<file path="src/rtl/ihd_pkg.sv">
package ihd_pkg;

   typedef enum logic [1:0] {
      INSN_OK  = 2'd0,
      INSN_NOP = 2'd1,
      INSN_BAD = 2'd2
   } insn_class_t;

   // major opcodes (bits [6:0])
   localparam logic [6:0] OPC_LUI    = 7'b0110111;
   localparam logic [6:0] OPC_AUIPC  = 7'b0010111;
   localparam logic [6:0] OPC_JAL    = 7'b1101111;
   localparam logic [6:0] OPC_JALR   = 7'b1100111;
   localparam logic [6:0] OPC_BRANCH = 7'b1100011;
   localparam logic [6:0] OPC_LOAD   = 7'b0000011;
   localparam logic [6:0] OPC_STORE  = 7'b0100011;
   localparam logic [6:0] OPC_OPIMM  = 7'b0010011;
   localparam logic [6:0] OPC_OP     = 7'b0110011;
   localparam logic [6:0] OPC_FENCES = 7'b0001111;
   localparam logic [6:0] OPC_SYSTEM = 7'b1110011;

   localparam logic [6:0] F7_BASE = 7'b0000000;
   localparam logic [6:0] F7_ALT  = 7'b0100000;
   localparam logic [6:0] F7_MULD = 7'b0000001;

   localparam logic [31:0] WORD_ECALL  = 32'h0000_0073;
   localparam logic [31:0] WORD_EBREAK = 32'h0010_0073;

   localparam int CAUSE_UNSUPPORTED = 2;
   localparam int CAUSE_BREAKPOINT  = 3;
   localparam int CAUSE_ENVCALL_M   = 11;

endpackage

</file>
<file path="src/rtl/ihd_classify.sv">
module ihd_classify
   import ihd_pkg::*;
#(
   parameter bit M_EXT   = 1'b1,
   parameter int CAUSE_W = 4
) (
   input  logic [31:0]        insn_i,
   output insn_class_t        cls_o,
   output logic [CAUSE_W-1:0] cause_o
);

   localparam logic [CAUSE_W-1:0] C_BAD = CAUSE_W'(CAUSE_UNSUPPORTED);
   localparam logic [CAUSE_W-1:0] C_BRK = CAUSE_W'(CAUSE_BREAKPOINT);
   localparam logic [CAUSE_W-1:0] C_ENV = CAUSE_W'(CAUSE_ENVCALL_M);

   logic [6:0] opc;
   logic [2:0] f3;
   logic [6:0] f7;
   logic       muldiv_ok;

   assign opc = insn_i[6:0];
   assign f3  = insn_i[14:12];
   assign f7  = insn_i[31:25];

   generate
      if (M_EXT) begin : g_muldiv
         assign muldiv_ok = (f7 == F7_MULD);
      end else begin : g_no_muldiv
         assign muldiv_ok = 1'b0;
      end
   endgenerate

   // per-opcode legality of the funct3/funct7 fields
   logic ok_branch, ok_load, ok_store, ok_opimm, ok_op;

   always_comb begin
      ok_branch = (f3 != 3'b010) && (f3 != 3'b011);
      ok_load   = (f3 == 3'b000) || (f3 == 3'b001) || (f3 == 3'b010) ||
                  (f3 == 3'b100) || (f3 == 3'b101);
      ok_store  = (f3 == 3'b000) || (f3 == 3'b001) || (f3 == 3'b010);
      unique case (f3)
         3'b001:  ok_opimm = (f7 == F7_BASE);
         3'b101:  ok_opimm = (f7 == F7_BASE) || (f7 == F7_ALT);
         default: ok_opimm = 1'b1;
      endcase
      ok_op = (f7 == F7_BASE) ||
              ((f7 == F7_ALT) && ((f3 == 3'b000) || (f3 == 3'b101))) ||
              muldiv_ok;
   end

   always_comb begin
      cls_o   = INSN_BAD;
      cause_o = C_BAD;
      if (insn_i[1:0] == 2'b11) begin
         unique case (opc)
            OPC_LUI, OPC_AUIPC, OPC_JAL: cls_o = INSN_OK;
            OPC_JALR:   if (f3 == 3'b000) cls_o = INSN_OK;
            OPC_BRANCH: if (ok_branch)    cls_o = INSN_OK;
            OPC_LOAD:   if (ok_load)      cls_o = INSN_OK;
            OPC_STORE:  if (ok_store)     cls_o = INSN_OK;
            OPC_OPIMM:  if (ok_opimm)     cls_o = INSN_OK;
            OPC_OP:     if (ok_op)        cls_o = INSN_OK;
            OPC_FENCES: if (f3 == 3'b000) cls_o = INSN_NOP;
            OPC_SYSTEM: begin
               if (insn_i == WORD_ECALL)       cause_o = C_ENV;
               else if (insn_i == WORD_EBREAK) cause_o = C_BRK;
            end
            default: ;
         endcase
      end
      if (cls_o != INSN_BAD) cause_o = '0;
   end

endmodule

</file>
<file path="src/rtl/ihd_capture.sv">
module ihd_capture #(
   parameter int PC_W    = 32,
   parameter int CAUSE_W = 4
) (
   input  logic               clk,
   input  logic               rst_n,
   input  logic               fire_i,
   input  logic [PC_W-1:0]    pc_i,
   input  logic [31:0]        insn_i,
   input  logic [CAUSE_W-1:0] cause_i,
   output logic               halted_o,
   output logic [PC_W-1:0]    pc_o,
   output logic [31:0]        insn_o,
   output logic [CAUSE_W-1:0] cause_o
);

   always_ff @(posedge clk or negedge rst_n) begin
      if (!rst_n) begin
         halted_o <= 1'b0;
         pc_o     <= '0;
         insn_o   <= '0;
         cause_o  <= '0;
      end else if (fire_i && !halted_o) begin
         halted_o <= 1'b1;
         pc_o     <= pc_i;
         insn_o   <= insn_i;
         cause_o  <= cause_i;
      end
   end

endmodule

</file>
<file path="src/rtl/illegal_halt_detector.sv">
module illegal_halt_detector
   import ihd_pkg::*;
#(
   parameter int PC_W    = 32,
   parameter bit M_EXT   = 1'b1,
   parameter int CAUSE_W = 4
) (
   input  logic               clk,
   input  logic               rst_n,
   input  logic               insn_valid_i,
   input  logic [31:0]        insn_i,
   input  logic [PC_W-1:0]    pc_i,
   output logic               halt_o,
   output logic               illegal_instr_o,
   output logic [PC_W-1:0]    bad_pc_o,
   output logic [31:0]        bad_insn_o,
   output logic [CAUSE_W-1:0] cause_o
);

   generate
      if (PC_W < 2 || PC_W > 64) begin : g_bad_pcw
         $error("PC_W must lie in 2..64");
      end
      if (CAUSE_W < 4) begin : g_bad_causew
         $error("CAUSE_W must hold the value 11");
      end
   endgenerate

   insn_class_t        cls;
   logic [CAUSE_W-1:0] cause_now;
   logic               bad_now;
   logic               halted_q;

   ihd_classify #(.M_EXT(M_EXT), .CAUSE_W(CAUSE_W)) i_classify (
      .insn_i  (insn_i),
      .cls_o   (cls),
      .cause_o (cause_now)
   );

   assign bad_now = insn_valid_i && (cls == INSN_BAD);

   ihd_capture #(.PC_W(PC_W), .CAUSE_W(CAUSE_W)) i_capture (
      .clk      (clk),
      .rst_n    (rst_n),
      .fire_i   (bad_now),
      .pc_i     (pc_i),
      .insn_i   (insn_i),
      .cause_i  (cause_now),
      .halted_o (halted_q),
      .pc_o     (bad_pc_o),
      .insn_o   (bad_insn_o),
      .cause_o  (cause_o)
   );

   assign halt_o          = halted_q || bad_now;
   assign illegal_instr_o = halted_q;

endmodule

</file>
<file path="config.mk">
export PLATFORM = sky130hd
export DESIGN_NAME = illegal_halt_detector
export DESIGN_NICKNAME = d
export VERILOG_FILES = /design/src/rtl/ihd_pkg.sv /design/src/rtl/ihd_classify.sv /design/src/rtl/ihd_capture.sv /design/src/rtl/illegal_halt_detector.sv
export SDC_FILE = /design/constraint.sdc
export NUM_CORES = 1
export LEC_CHECK = 0
export ABC_AREA = 1
export CELL_PAD_IN_SITES_DETAIL_PLACEMENT = 1
export CELL_PAD_IN_SITES_GLOBAL_PLACEMENT = 1
export CORE_MARGIN = 1.5
export CORE_UTILIZATION = 32
export DETAILED_ROUTE_END_ITERATION = 8
export PLACE_DENSITY_LB_ADDON = 0.1
export SLEW_MARGIN = 20
export SYNTH_ARGS = -nofsm -noshare
export SYNTH_HDL_FRONTEND = slang
export SYNTH_SLANG_ARGS = --single-unit
</file>
<file path="constraint.sdc">
create_clock -name clk -period 4.1 [get_ports clk]
set_input_delay 0.41 -clock clk [delete_from_list [all_inputs] [get_ports clk]]
set_output_delay 0.41 -clock clk [all_outputs]
set_load 0.05 [all_outputs]
</file>
==> metrics.cfg <==
[global_routing]
grt_pass1_wl_mm=16.4
grt_start_max_net_pins=69
antenna_found_initial=0
grt-ovfl-total=0
grt_use_total=0.200
first_global_vias=3291

[synth]
synth_area_per_cell_um2=8.00
synthCells=400
synth.area.top_cells=dfrtp_1 53%, nand2_1 20%, nand4_1 13%
yosysSeqAreaShare=0.531
yosys_register_bits=68
syn-num-nets=467
yosysTopAreaCell=dfrtp_1
ys_types=20
synth_area_um2=3200
synth_top_area_share=0.531
ys.warnings.count=0

[die]
row_count=36
start_util=0.329
die-area_um2=10600
die_h_um=103
num_io_pins=137
die_w_um=103
coreArea_um2=9730

[timing]
clock.fmax_mhz=336
finalCriticalPeriod_ns=2.98
slew_headroom=0.418
skew_ns=0.0122
worstMarginPinSlew_ns=0.873
timing.hold.ws_ns=0.174
rsz0062_at_grt=no
tns_ns=0
fin_crit_sh=0.726
slew_violations=0
hold_viol=0
setup_viol=0

[final_layout]
drive_gt1_frac=0.0550
syn2layout_area_growth_pct=51.4
final_cells=660
antenna_cells=0
nets=589

[placement]
dp.cells=644
io_buffers=135
routabilityCongestion=0.789
dp_hpwl_mm=7.00

[cts]
cts_root_buf=clkbuf_8
htreeDepth=3
tritoncts=built
clock_latency_ns=0.35
post-cts-setup-buffers=0
hold_buffers=0
cts.sinks=68
cts.clk_slew.worst_paths_ns=0.07
cts.path.max_buffers=2
post_cts_resized=0
cts_buffers=9

[power_and_ir_drop]
peakVddDrop_uv=178
p_leak_nw=2.40
finalPower_mw=1.48
power_density_nw_per_um2=305

[run_status]
status=complete, no violations

[worst_setup_path]
cp_max_fo=40
crit_arrival_ns=2.57
crit_path_start_kind=primary input
endpoint_kind=output port
critPathKind=in2out
cp_data_required_time_ns=3.69

[routing]
drt_pass1_iterations=7
wire_per_inst_um=15.7
routed_wl_mm=10.4
vias=3217
drc_errors=0
viasPerCell=4.87
drtAntennaViolNets=0
drt_iter0_drc=79

[min_path]
hold_path.class=in2async

[flow_run]
max_cap_viol_count=0

## placed cells by master, fill, tap and decap left out
cell type / synthesis / layout
nand2_1: 169 / 169
clkdlybuf4s50_1: 0 / 132
nand4_1: 69 / 69
dfrtp_1: 68 / 68
nor2_1: 28 / 28
inv_1: 18 / 18
clkbuf_8: 0 / 9
buf_4: 7 / 6
nor3_1: 3 / 3
nor4_1: 3 / 3
bufinv_16: 0 / 3
inv_2: 1 / 2
nand3_1: 2 / 2
o21ai_0: 2 / 2
nand3_2: 2 / 2
or2_2: 2 / 2
clkinv_4: 0 / 2
a21oi_1: 1 / 1
o21bai_1: 1 / 1
conb_1: 1 / 1
clkinv_2: 0 / 1
clkbuf_1: 14 / 1
buf_2: 7 / 1
buf_12: 0 / 1
## where the power goes
part           switching, mW  total, mW  leakage, nW  internal (mW)
registers                  0      0.670        0.940          0.670
clock network          0.274      0.679        0.120          0.405
logic                 0.0678      0.132         1.34         0.0638
## cells by family (layout without fill, tap and decap cells)
logic type,count (synthesis),after routing,share of synthesized area
simple gates,278,278,0.390
flops,68,68,0.531
buf+inv,49,176,0.0707
compound gates,4,4,0.00703
other cells,1,1,0.00117
## per-layer routing
layer  wire [um]  vias up  share of wire  global-route usage
met3         633       12          0.061              0.0481
met1        4690     1544           0.45               0.260
li1            -     1564              -                   -
met2        4900       97           0.47               0.327
met4         154        0          0.015              0.0707
met5           0        -              0                   0
## critical path, cell delays in order
cell and delay (ns):
clkdlybuf4s50_1 0.43, nor2_1 0.18, nand2_1 0.08, nor2_1 0.23
nand2_1 0.08, nand2_1 0.07, nand2_1 0.06, nand2_1 0.09
nand3_2 0.09, nand3_2 0.08, buf_4 0.38, nand2_1 0.17
buf_12 0.18
## final cells by class
cell class	count	area, um^2
timing repair buffer	140	1390
fill	1184	4880
tap	133	166
clock inverter	6	113
sequential	68	1700
clock buffer	10	128
multi-input combinational	283	1270
inverter	20	75.1
## synth_stat cells (all sizes together)
cell type and n:
nand2 169, nand4 69, dfrtp 68, nor2 28
inv 19, buf 15, clkbuf 14, nand3 4
nor3 3, nor4 3, o21ai 2, or2 2
a21oi 1, clkinv 1, conb 1, o21bai 1
## flip-flops by register name (all words and copies together) (netlist names)
register            count
i_capture.pc_o         32
i_capture.cause_o       3
i_capture.halted_o      1
i_capture.insn_o       32
## worst paths after layout
| path | cells after the start | endpoint | startpoint | slack, ns |
|---|---|---|---|---|
| setup / recovery | 13 | halt_o | insn_i[29] | 1.12 |
| hold / removal | 1 | i_capture.insn_o[0]$_DFFE_PN0P_ | rst_n | 0.17 |
| setup reg to reg | 4 | i_capture.pc_o[21]$_DFFE_PN0P_ | i_capture.halted_o$_DFFE_PN0P_ | 2.47 |
| hold reg to reg | 2 | i_capture.cause_o[1]$_DFFE_PN0P_ | i_capture.cause_o[1]$_DFFE_PN0P_ | 0.47 |
| max in group asynchronous | 1 | i_capture.insn_o[28]$_DFFE_PN0P_ | rst_n | 3.36 |
| min in group clk | 2 | i_capture.cause_o[1]$_DFFE_PN0P_ | i_capture.cause_o[1]$_DFFE_PN0P_ | 0.47 |
## through the flow
step | util | instance area (um^2) | setup WS, ns
2_1_floorplan | - | 3200 | 1.93
3_3_place_gp | 0.474 | 4610 | 1.20
3_5_place_dp | 0.474 | 4610 | 1.11
4_1_cts | 0.498 | 4850 | 1.08
5_1_grt | 0.498 | 4850 | 0.879
6_report | 0.498 | 4850 | 1.12
Note: power is estimated with default switching activity, not from simulation.
